===== src/rtl/adc_shift_pkg.sv =====
package adc_shift_pkg;
  localparam int SMP_W     = 10;
  localparam int LEAD_Z    = 4;
  localparam int TRAIL_Z   = 2;
  localparam int FRAME_LEN = LEAD_Z + SMP_W + TRAIL_Z;
  localparam int TRACK_AT  = 13;
  localparam int CNT_W     = $clog2(FRAME_LEN + 1);

  // Bit shown on the line after idx serial-clock falls.
  function automatic logic frame_bit(input logic [SMP_W-1:0] s,
                                     input logic [CNT_W-1:0] idx);
    int pos;
    logic [SMP_W-1:0] sh;
    pos = int'(idx) - LEAD_Z;
    if (pos < 0 || pos >= SMP_W) return 1'b0;
    sh = s << pos;
    return sh[SMP_W-1];
  endfunction
endpackage


===== src/rtl/adc_edge_sync.sv =====
module adc_edge_sync #(
  parameter int   STAGES    = 2,
  parameter logic RESET_VAL = 1'b0
) (
  input  logic clk,
  input  logic rst_n,
  input  logic async_in,
  output logic rise,
  output logic fall
);
  logic [STAGES:0] chain;

  always_ff @(posedge clk or negedge rst_n) begin
    if (!rst_n) chain <= {(STAGES+1){RESET_VAL}};
    else        chain <= {chain[STAGES-1:0], async_in};
  end

  assign rise = chain[STAGES-1] & ~chain[STAGES];
  assign fall = ~chain[STAGES-1] & chain[STAGES];

  // an edge pulse lasts one cycle
  assert_single_pulse_R10: assert property (@(posedge clk) disable iff (!rst_n)
    (rise || fall) |=> !(rise || fall));
endmodule


===== src/rtl/adc_frame_seq.sv =====
module adc_frame_seq
  import adc_shift_pkg::*;
(
  input  logic             clk,
  input  logic             rst_n,
  input  logic [SMP_W-1:0] sample_in,
  input  logic             cs_fall,
  input  logic             cs_rise,
  input  logic             sck_rise,
  input  logic             sck_fall,
  output logic             sdata,
  output logic             sdata_oe,
  output logic             hold,
  output logic             strobe,
  output logic             frame_end
);
  localparam logic [CNT_W-1:0] LAST_IDX  = CNT_W'(FRAME_LEN - 1);
  localparam logic [CNT_W-1:0] FULL      = CNT_W'(FRAME_LEN);
  localparam logic [CNT_W-1:0] TRACK_IDX = CNT_W'(TRACK_AT - 1);

  logic [SMP_W-1:0] samp_q;
  logic [CNT_W-1:0] fcnt, rcnt;
  logic             in_frame;

  // named internal events
  logic rise_ok, fall_ok, track_ev, last_fall_ev;
  assign rise_ok      = in_frame && !cs_fall && !cs_rise && sck_rise && (rcnt < FULL);
  assign fall_ok      = in_frame && !cs_fall && !cs_rise && sck_fall && (fcnt < FULL);
  assign track_ev     = rise_ok && (rcnt == TRACK_IDX);
  assign last_fall_ev = fall_ok && (fcnt == LAST_IDX);
  assign frame_end    = last_fall_ev || (cs_rise && sdata_oe);

  always_ff @(posedge clk or negedge rst_n) begin
    if (!rst_n) begin
      samp_q   <= '0;
      fcnt     <= '0;
      rcnt     <= '0;
      in_frame <= 1'b0;
      sdata_oe <= 1'b0;
      hold     <= 1'b0;
      strobe   <= 1'b0;
    end else begin
      strobe <= 1'b0;
      if (cs_fall) begin
        samp_q   <= sample_in;
        fcnt     <= '0;
        rcnt     <= '0;
        in_frame <= 1'b1;
        sdata_oe <= 1'b1;
        hold     <= 1'b1;
        strobe   <= 1'b1;
      end else if (cs_rise) begin
        in_frame <= 1'b0;
        sdata_oe <= 1'b0;
        hold     <= 1'b0;
      end else begin
        if (rise_ok)      rcnt     <= rcnt + 1'b1;
        if (track_ev)     hold     <= 1'b0;
        if (fall_ok)      fcnt     <= fcnt + 1'b1;
        if (last_fall_ev) sdata_oe <= 1'b0;
      end
    end
  end

  assign sdata = sdata_oe & frame_bit(samp_q, fcnt);

  assert_capture_R2: assert property (@(posedge clk) disable iff (!rst_n)
    cs_fall |=> (hold && sdata_oe && strobe));
  assert_bit_stable_R3: assert property (@(posedge clk) disable iff (!rst_n)
    (!sck_fall && !cs_fall && !cs_rise) |=> $stable(sdata));
  assert_track_at_edge_R5: assert property (@(posedge clk) disable iff (!rst_n)
    (in_frame && sck_rise && !cs_fall && !cs_rise && rcnt == TRACK_IDX) |=> !hold);
  assert_release_last_R6: assert property (@(posedge clk) disable iff (!rst_n)
    (in_frame && sck_fall && !cs_fall && !cs_rise && fcnt == LAST_IDX) |=> !sdata_oe);
  assert_abort_R7: assert property (@(posedge clk) disable iff (!rst_n)
    cs_rise |=> (!sdata_oe && !hold));
  assert_no_overflow_R8: assert property (@(posedge clk) disable iff (!rst_n)
    (fcnt <= FULL) && (rcnt <= FULL));
endmodule


===== src/rtl/adc_quiet_timer.sv =====
module adc_quiet_timer #(
  parameter int QUIET_CYCLES = 20
) (
  input  logic clk,
  input  logic rst_n,
  input  logic frame_end,
  input  logic cs_fall,
  output logic violation
);
  localparam int QW = $clog2(QUIET_CYCLES + 1);
  logic [QW-1:0] left;
  logic          window_open;
  assign window_open = (left != '0);

  always_ff @(posedge clk or negedge rst_n) begin
    if (!rst_n) begin
      left      <= '0;
      violation <= 1'b0;
    end else begin
      violation <= cs_fall && window_open;
      if (frame_end)        left <= QW'(QUIET_CYCLES);
      else if (window_open) left <= left - 1'b1;
    end
  end

  assert_flag_cause_R9: assert property (@(posedge clk) disable iff (!rst_n)
    violation |-> $past(cs_fall));
  assert_window_load_R9: assert property (@(posedge clk) disable iff (!rst_n)
    frame_end |=> window_open);
endmodule


===== src/rtl/adc_frame_shifter.sv =====
module adc_frame_shifter
  import adc_shift_pkg::*;
#(
  parameter int QUIET_CYCLES = 20,
  parameter int SYNC_STAGES  = 2
) (
  input  logic             clk,
  input  logic             rst_n,
  input  logic [SMP_W-1:0] sample_in,
  input  logic             cs_n,
  input  logic             sclk,
  output logic             sdata,
  output logic             sdata_oe,
  output logic             hold,
  output logic             sample_strobe,
  output logic             quiet_violation
);
  logic cs_rise, cs_fall, sck_rise, sck_fall, frame_end;

  adc_edge_sync #(.STAGES(SYNC_STAGES), .RESET_VAL(1'b1)) u_cs_sync (
    .clk(clk), .rst_n(rst_n), .async_in(cs_n), .rise(cs_rise), .fall(cs_fall));

  adc_edge_sync #(.STAGES(SYNC_STAGES), .RESET_VAL(1'b0)) u_sck_sync (
    .clk(clk), .rst_n(rst_n), .async_in(sclk), .rise(sck_rise), .fall(sck_fall));

  adc_frame_seq u_seq (
    .clk(clk), .rst_n(rst_n), .sample_in(sample_in),
    .cs_fall(cs_fall), .cs_rise(cs_rise), .sck_rise(sck_rise), .sck_fall(sck_fall),
    .sdata(sdata), .sdata_oe(sdata_oe), .hold(hold), .strobe(sample_strobe),
    .frame_end(frame_end));

  adc_quiet_timer #(.QUIET_CYCLES(QUIET_CYCLES)) u_quiet (
    .clk(clk), .rst_n(rst_n), .frame_end(frame_end), .cs_fall(cs_fall),
    .violation(quiet_violation));

  assert_released_low_R1: assert property (@(posedge clk) disable iff (!rst_n)
    !sdata_oe |-> !sdata);
endmodule


===== config.mk =====
export PLATFORM = sky130hd
export DESIGN_NAME = adc_frame_shifter
export DESIGN_NICKNAME = d
export VERILOG_FILES = /design/src/rtl/adc_shift_pkg.sv /design/src/rtl/adc_edge_sync.sv /design/src/rtl/adc_frame_seq.sv /design/src/rtl/adc_quiet_timer.sv /design/src/rtl/adc_frame_shifter.sv
export SDC_FILE = /design/constraint.sdc
export NUM_CORES = 1
export LEC_CHECK = 0
export ABC_AREA = 1
export ABC_CLOCK_PERIOD_IN_PS = 1800
export BUFFER_PORTS_ARGS = -buffer_cell sky130_fd_sc_hd__buf_4
export CORE_MARGIN = 4
export CORE_UTILIZATION = 45
export DETAILED_ROUTE_END_ITERATION = 12
export PLACE_DENSITY = 0.66
export SLEW_MARGIN = 20
export SYNTH_ARGS = -nofsm -noshare
export SYNTH_HDL_FRONTEND = slang
export SYNTH_SLANG_ARGS = --single-unit

===== constraint.sdc =====
create_clock -name clk -period 1.8 [get_ports clk]
set_clock_uncertainty 0.2 [all_clocks]
set_input_delay 0.27 -clock clk [delete_from_list [all_inputs] [get_ports clk]]
set_output_delay 0.27 -clock clk [all_outputs]
set_load 0.01 [all_outputs]

==> results of run 1 <==
## stage by stage
stage               utilization, %  hold slack (ns)
global route                 62.17          0.02014
CTS                          61.56        0.0003279
detailed placement           55.15          0.05468
floorplan                        -          -0.2256
finish                       62.17         0.003217
global placement             55.15          0.05211
## power by group
group          switching (mW)  internal, mW
logic                   0.353         0.342
registers               0.106         0.956
clock network           0.296         0.410
total                   0.755          1.71
## kinds of logic after synthesis
group,share of synthesized area (%)
DFF,50.49
adders and majority gates,8.380
and+or+nand+nor,21.58
buffers and inverters,6.982
xor gates and xnor gates,3.422
AOI/OAI and AO/OA,9.148
## worst paths after layout
check,startpoint,to,slack (ns),cells past startpoint
min,sample_in[5],u_seq.samp_q[5],0.003,3
max in group asynchronous,rst_n,u_cs_sync.chain[1],0.79,2
min reg2reg,u_sck_sync.chain[0],u_sck_sync.chain[1],0.15,0
min in group asynchronous,rst_n,u_seq.rcnt[3],0.27,2
max,u_seq.fcnt[2],sdata,-0.17,8
max reg2reg,u_cs_sync.chain[1],u_seq.sdata_oe,0.10,9
## timing repair
item | 4_1_cts | 5_1_grt
endpoints found under the setup margin | 1 | 15
hold endpoints to repair | 42 | 0
resized for setup | 6 | 4
setup buffers | 1 | 2
pin swaps | 1 | 3
hold buffers | 10 | 0
## cell usage in the layout, fill, tap and decap left out, types with 3 or more instances in the layout
master,count
buf_4,33
dlygate4sd3_1,10
dfrtp_1,33
ha_1,9
dfstp_2,3
xor2_1,5
inv_2,4
nand2_1,49
a21oi_1,4
o21ai_1,4
clkbuf_8,5
nand3_1,13
nor2_1,14
inv_1,23
o21ai_0,14
## final cells by class
cell class,instances,share of cell area [%]
clock buffer,5,2.957
clock inverter,3,1.828
inverter,27,4.355
multi-input combinational,135,33.98
sequential,36,38.87
tap,48,2.581
timing repair buffer,44,15.43
## registers in the layout, summed over array words and instances, names as in the netlist
name               flops
u_sck_sync.chain       3
u_cs_sync.chain        3
u_seq.in_frame         1
u_seq.hold             1
u_quiet.left           5
u_quiet.violation      1
u_seq.sdata_oe         1
u_seq.rcnt             5
u_seq.samp_q          10
u_seq.fcnt             5
u_seq.strobe           1
## per-layer routing
| layer | share of wire, % | wire (um) | up-vias | GRT usage [%] |
|---|---|---|---|---|
| met5 | 0 | 0 | - | 0 |
| met4 | 1.6 | 54 | 0 | 5.010 |
| met3 | 3.2 | 108 | 6 | 3.551 |
| met2 | 46 | 1537 | 18 | 21.83 |
| met1 | 49 | 1665 | 645 | 22.21 |
| li1 | - | - | 736 | - |
## tightest hold or removal path: cells and delay by family
| kind | cells | cell delay (ns) |
|---|---|---|
| AO/OA/AOI/OAI | 1 | 0.07 |
| buffers and inverters | 1 | 0.07 |
| AND/OR/NAND/NOR | 1 | 0.04 |
==> results.json, run 1 <==
{
  "status": "finished with violations",
  "failed_checks": "setup timing",
  "syn-num-nets": 229,
  "grt_pass1_wl_um": 6120,
  "finalWorstSetupSlack_ns": -0.1746,
  "via_per_inst": 4.715,
  "area_growth_pct": 29.89,
  "critPathMaxFanout": 3,
  "clk_pin_slew_ns": 0.07,
  "firstDrtPassIters": 4,
  "pre_cts_ws_ns": 0.04717,
  "globalplace.congestion": 0.8005,
  "grt_usage_pct": 15.10,
  "worst_setup_path_start_kind": "register",
  "endpoint_kind": "primary output",
  "area.sequential_um2": 904.6,
  "cp.arrival_ns": 1.50,
  "synth_top_cell_area_share_pct": 46.09,
  "hpwl_um": 2375,
  "power_density_mw_per_mm2": 1058,
  "die-area_mm2": 0.005055,
  "required_ns": 1.33,
  "crit_type": "reg2out",
  "synthCells": 203,
  "drive_above_1_share_pct": 25.20,
  "cpMostUsedCell": "nor2_1",
  "final.min_clock_period_ns": 1.975,
  "routed_wl_um": 3365,
  "nets": 275,
  "num_vias": 1405,
  "slew_viol_final": 0,
  "antenna_left": 0,
  "post_drt_wl_per_cell_um": 11.29,
  "clock_sinks": 36,
  "start_util_pct": 47.86,
  "syn_area_mm2": 0.001792,
  "fin_tns_setup_ns": -0.1746,
  "multiInputGateArea_um2": 790.8,
  "htreeDepth": 2,
  "finalNonFillerCells": 298,
  "finalHoldViolations": 0,
  "timing.fmax_mhz": 506.4,
  "vdd.ir_drop.worst_mv": 0.5996,
  "crit_family": "flip-flops",
  "rows": 22,
  "synth_edf_count": 0,
  "cts_made_buffers": 5,
  "synth_area_leaders": "dfrtp_1, nand2_1, ha_1, inv_1, dfstp_2",
  "antenna_found_initial": 0,
  "hold_path.class": "in2reg",
  "ys_types": 28,
  "cts_tree": "done",
  "portBuffers": 18,
  "slew_headroom_pct": 69.92,
  "drv_cap": 0,
  "setup_viol": 1,
  "rsz0062_at_grt": "true",
  "core_mm2": 0.003744,
  "path_cells": "inv_2, ha_4, nand3_2, nor2_1, nor2_1, nand3_1, a21oi_2, buf_4",
  "antenna_cells": 0,
  "clock_latency_ns": 0.28,
  "synth_ff_type": "dfrtp_1",
  "stdcell_area_mm2": 0.002327,
  "power.total_mw": 2.462,
  "grt_max_degree": 37,
  "seq_area_frac_synth_pct": 50.49,
  "pin_count": 19,
  "clock_path_buffers": 2,
  "filler_cell_count": 349,
  "ys_async_sr_fraction_pct": 100.0,
  "grt_overflow": 0,
  "period_share_pct": 109.7,
  "synth_seq_cells": 36,
  "die_h_um": 71.10,
  "synthTopCellsByCount": "nand2_1, dfrtp_1, inv_1, o21ai_0",
  "die_w_um": 71.10,
  "p_leak_nw": 1.145,
  "cpMaxStageDelayCell": "dfrtp_1",
  "worstMarginPinSlew_ns": 0.4513,
  "post_dp_cell_area_mm2": 0.002064,
  "dp.cells": 277,
  "post-synth-top-area-cell": "dfrtp_1",
  "remaining_drc_errors": 0,
  "yosys.cell_count.top_type": "nand2_1",
  "grt_pass1_vias": 1332,
  "cts_root_buf": "clkbuf_8",
  "synth_warnings": 0,
  "drt-initial-drc-count": 48,
  "syn_avg_cell_area_um2": 8.826,
  "crit_buf_inv": 2,
  "cpPeakStageDelay_ns": 0.40
}
(Power assumes the default switching activity.)
==> inputs of run 2 (changes only) <==
ABC_CLOCK_PERIOD_IN_PS = 1700   (was 1800)
clock period = 1.7 ns   (was 1.8 ns; I/O delays follow)
==> run 2 against run 1 <==
The run still ends with setup timing left. Via count up 2.8%. Core utilization up 3.7 points. Wire length up 5.3%. Non-clock buffer count up 8. Sequential power up 7%. Count of clock-buffer cells in the layout up 3. Largest cell class unchanged. Largest power group unchanged. Highest routed layer unchanged.
==> results.json, run 2 (synthesis results as in run 1) <==
{
  "clock_sinks": 36,
  "min_path_cells": 0,
  "antenna_cells": 0,
  "area_growth_pct": 37.57,
  "p_sw_share_pct": 31.88,
  "final_cell_mix": "nand2_1, buf_4, dfrtp_1",
  "slew_viol_final": 0,
  "routed_wl_um": 3545,
  "vdd.ir_drop.worst_mv": 0.6767,
  "finalWorstSetupSlack_ns": -0.2745,
  "post_dp_cell_area_mm2": 0.002110,
  "firstDrtPassIters": 4,
  "die_w_um": 71.10,
  "pre_cts_ws_ns": -0.02636,
  "num_vias": 1445,
  "rows": 22,
  "critPathMaxFanout": 3,
  "clk_pin_slew_ns": 0.07,
  "pwr-share-clk_pct": 24.2,
  "hold_path_end": "u_sck_sync.chain[1]",
  "grt_usage_pct": 15.32,
  "die_h_um": 71.10,
  "core_mm2": 0.003744,
  "timing.fmax_mhz": 506.5,
  "stdcell_area_mm2": 0.002465,
  "start_util_pct": 47.86,
  "slew_headroom_pct": 70.08,
  "htreeDepth": 2,
  "remaining_drc_errors": 0,
  "final.min_clock_period_ns": 1.975,
  "whs_ns": 0.1520,
  "antenna_found_initial": 0,
  "worstReg2RegEnd": "u_quiet.left[4]",
  "power_density_mw_per_mm2": 1046,
  "cpMaxStageDelayCell": "dfrtp_1",
  "r2r-start": "u_cs_sync.chain[1]",
  "crit_type": "reg2out",
  "worstMarginPinSlew_ns": 0.4489,
  "cts_tree": "done",
  "grt_max_degree": 37,
  "p_switching_mw": 0.8215,
  "cpPeakStageDelay_ns": 0.40,
  "path_cells": "inv_2, ha_4, nand3_2, nor2_2, nor2_2, nand3_2, a21oi_2, buf_4",
  "min_from": "u_sck_sync.chain[0]",
  "status": "finished with violations",
  "portBuffers": 18,
  "fin_tns_setup_ns": -0.2745,
  "via_per_inst": 4.722,
  "clock_latency_ns": 0.29,
  "pin_count": 19,
  "endpoint_kind": "primary output",
  "grt_overflow": 0,
  "clock_path_buffers": 2,
  "globalplace.congestion": 0.8022,
  "grt_pass1_wl_um": 6009,
  "drive_above_1_share_pct": 31.40,
  "largest_reg_flops": 10,
  "cts_made_buffers": 5,
  "drv_cap": 0,
  "finalNonFillerCells": 306,
  "required_ns": 1.24,
  "combPwrFrac_pct": 32.1,
  "cts_root_buf": "clkbuf_8",
  "filler_cell_count": 313,
  "p_seq_share_pct": 43.7,
  "layout_commonest_cell": "nand2_1",
  "post_drt_wl_per_cell_um": 11.58,
  "drt-initial-drc-count": 47,
  "rsz0062_at_grt": "true",
  "antenna_left": 0,
  "grt_pass1_vias": 1352,
  "finalHoldViolations": 0,
  "cp.arrival_ns": 1.52,
  "regMostFlops": "u_seq.samp_q",
  "worst_setup_path_start_kind": "register",
  "die-area_mm2": 0.005055,
  "hpwl_um": 2327,
  "period_share_pct": 116.1,
  "intPower_mw": 1.756,
  "regToRegSetupSlack_ns": 0,
  "p_leak_nw": 1.203,
  "setup_viol": 1,
  "dp.cells": 282,
  "hold_path.class": "reg2reg",
  "failed_checks": "setup timing",
  "utilization_pct": 65.84,
  "power.total_mw": 2.577,
  "nets": 283,
  "r2r_cells": 8
}
## run 2: cell count changes in the layout (fill, tap and decap cells not counted), sizes merged
cell and change:
bufinv -1, clkinv -1, buf +5, clkinvlp -1
clkbuf +3, dlygate4sd3 +3
## run 2: cell type report
class	count	area [um2]	area share, %
well taps	48	60.06	2.437
inverters	27	103.9	4.213
repair buffers	52	434.2	17.61
multi-input cells	135	870.8	35.33
flip-flops and latches	36	905.9	36.75
clock buffers	8	90.09	3.655
## run 2: layer usage
layer	vias up	track usage, %	wire [um]
li1	745	-	-
met1	675	20.43	1690
met2	18	23.48	1665
met3	7	4.261	124
met4	0	6.263	64
met5	-	0	0
## run 2: power groups by stage
| stage | Clock (mW) | Combinational (mW) | Sequential, mW |
|---|---|---|---|
| floorplan | 0 | 0.484 | 1.11 |
| global placement | 0 | 0.694 | 1.14 |
| detailed placement | 0 | 0.698 | 1.14 |
| CTS | 0.641 | 0.760 | 1.13 |
| global route | 0.683 | 0.937 | 1.15 |
| finish | 0.623 | 0.827 | 1.13 |
## run 2: worst max path at each step
| stage | end | depth (start not counted) | slack (ns) | start |
|---|---|---|---|---|
| after floorplan | sdata | 8 | -0.06 | u_seq.fcnt[2] |
| after global placement | u_quiet.left[4] | 8 | -0.02 | u_cs_sync.chain[2] |
| after detailed placement | u_quiet.left[4] | 8 | -0.03 | u_cs_sync.chain[2] |
| after CTS | sdata | 8 | -0.29 | u_seq.fcnt[2] |
| after global routing | sdata | 7 | -0.39 | u_seq.fcnt[0] |
| final | sdata | 8 | -0.27 | u_seq.fcnt[2] |
## run 2: what timing repair did
action | 4_1_cts | 5_1_grt
gates cloned | 0 | 0
setup buffers | 1 | 2
hold endpoints to repair | 45 | 0
endpoints found under the setup margin | 9 | 17
hold buffers | 13 | 0
gates resized for setup | 7 | 29
pin swaps | 3 | 15
## run 2: worst max-delay path: cells and delay by family (launching register included)
kind                       cells  cell delay (ns)
DFF                            1             0.40
and+or+nand+nor                4             0.30
buffers and inverters          2             0.22
adders and majority gates      1             0.20
AOI/OAI and AO/OA              1             0.12
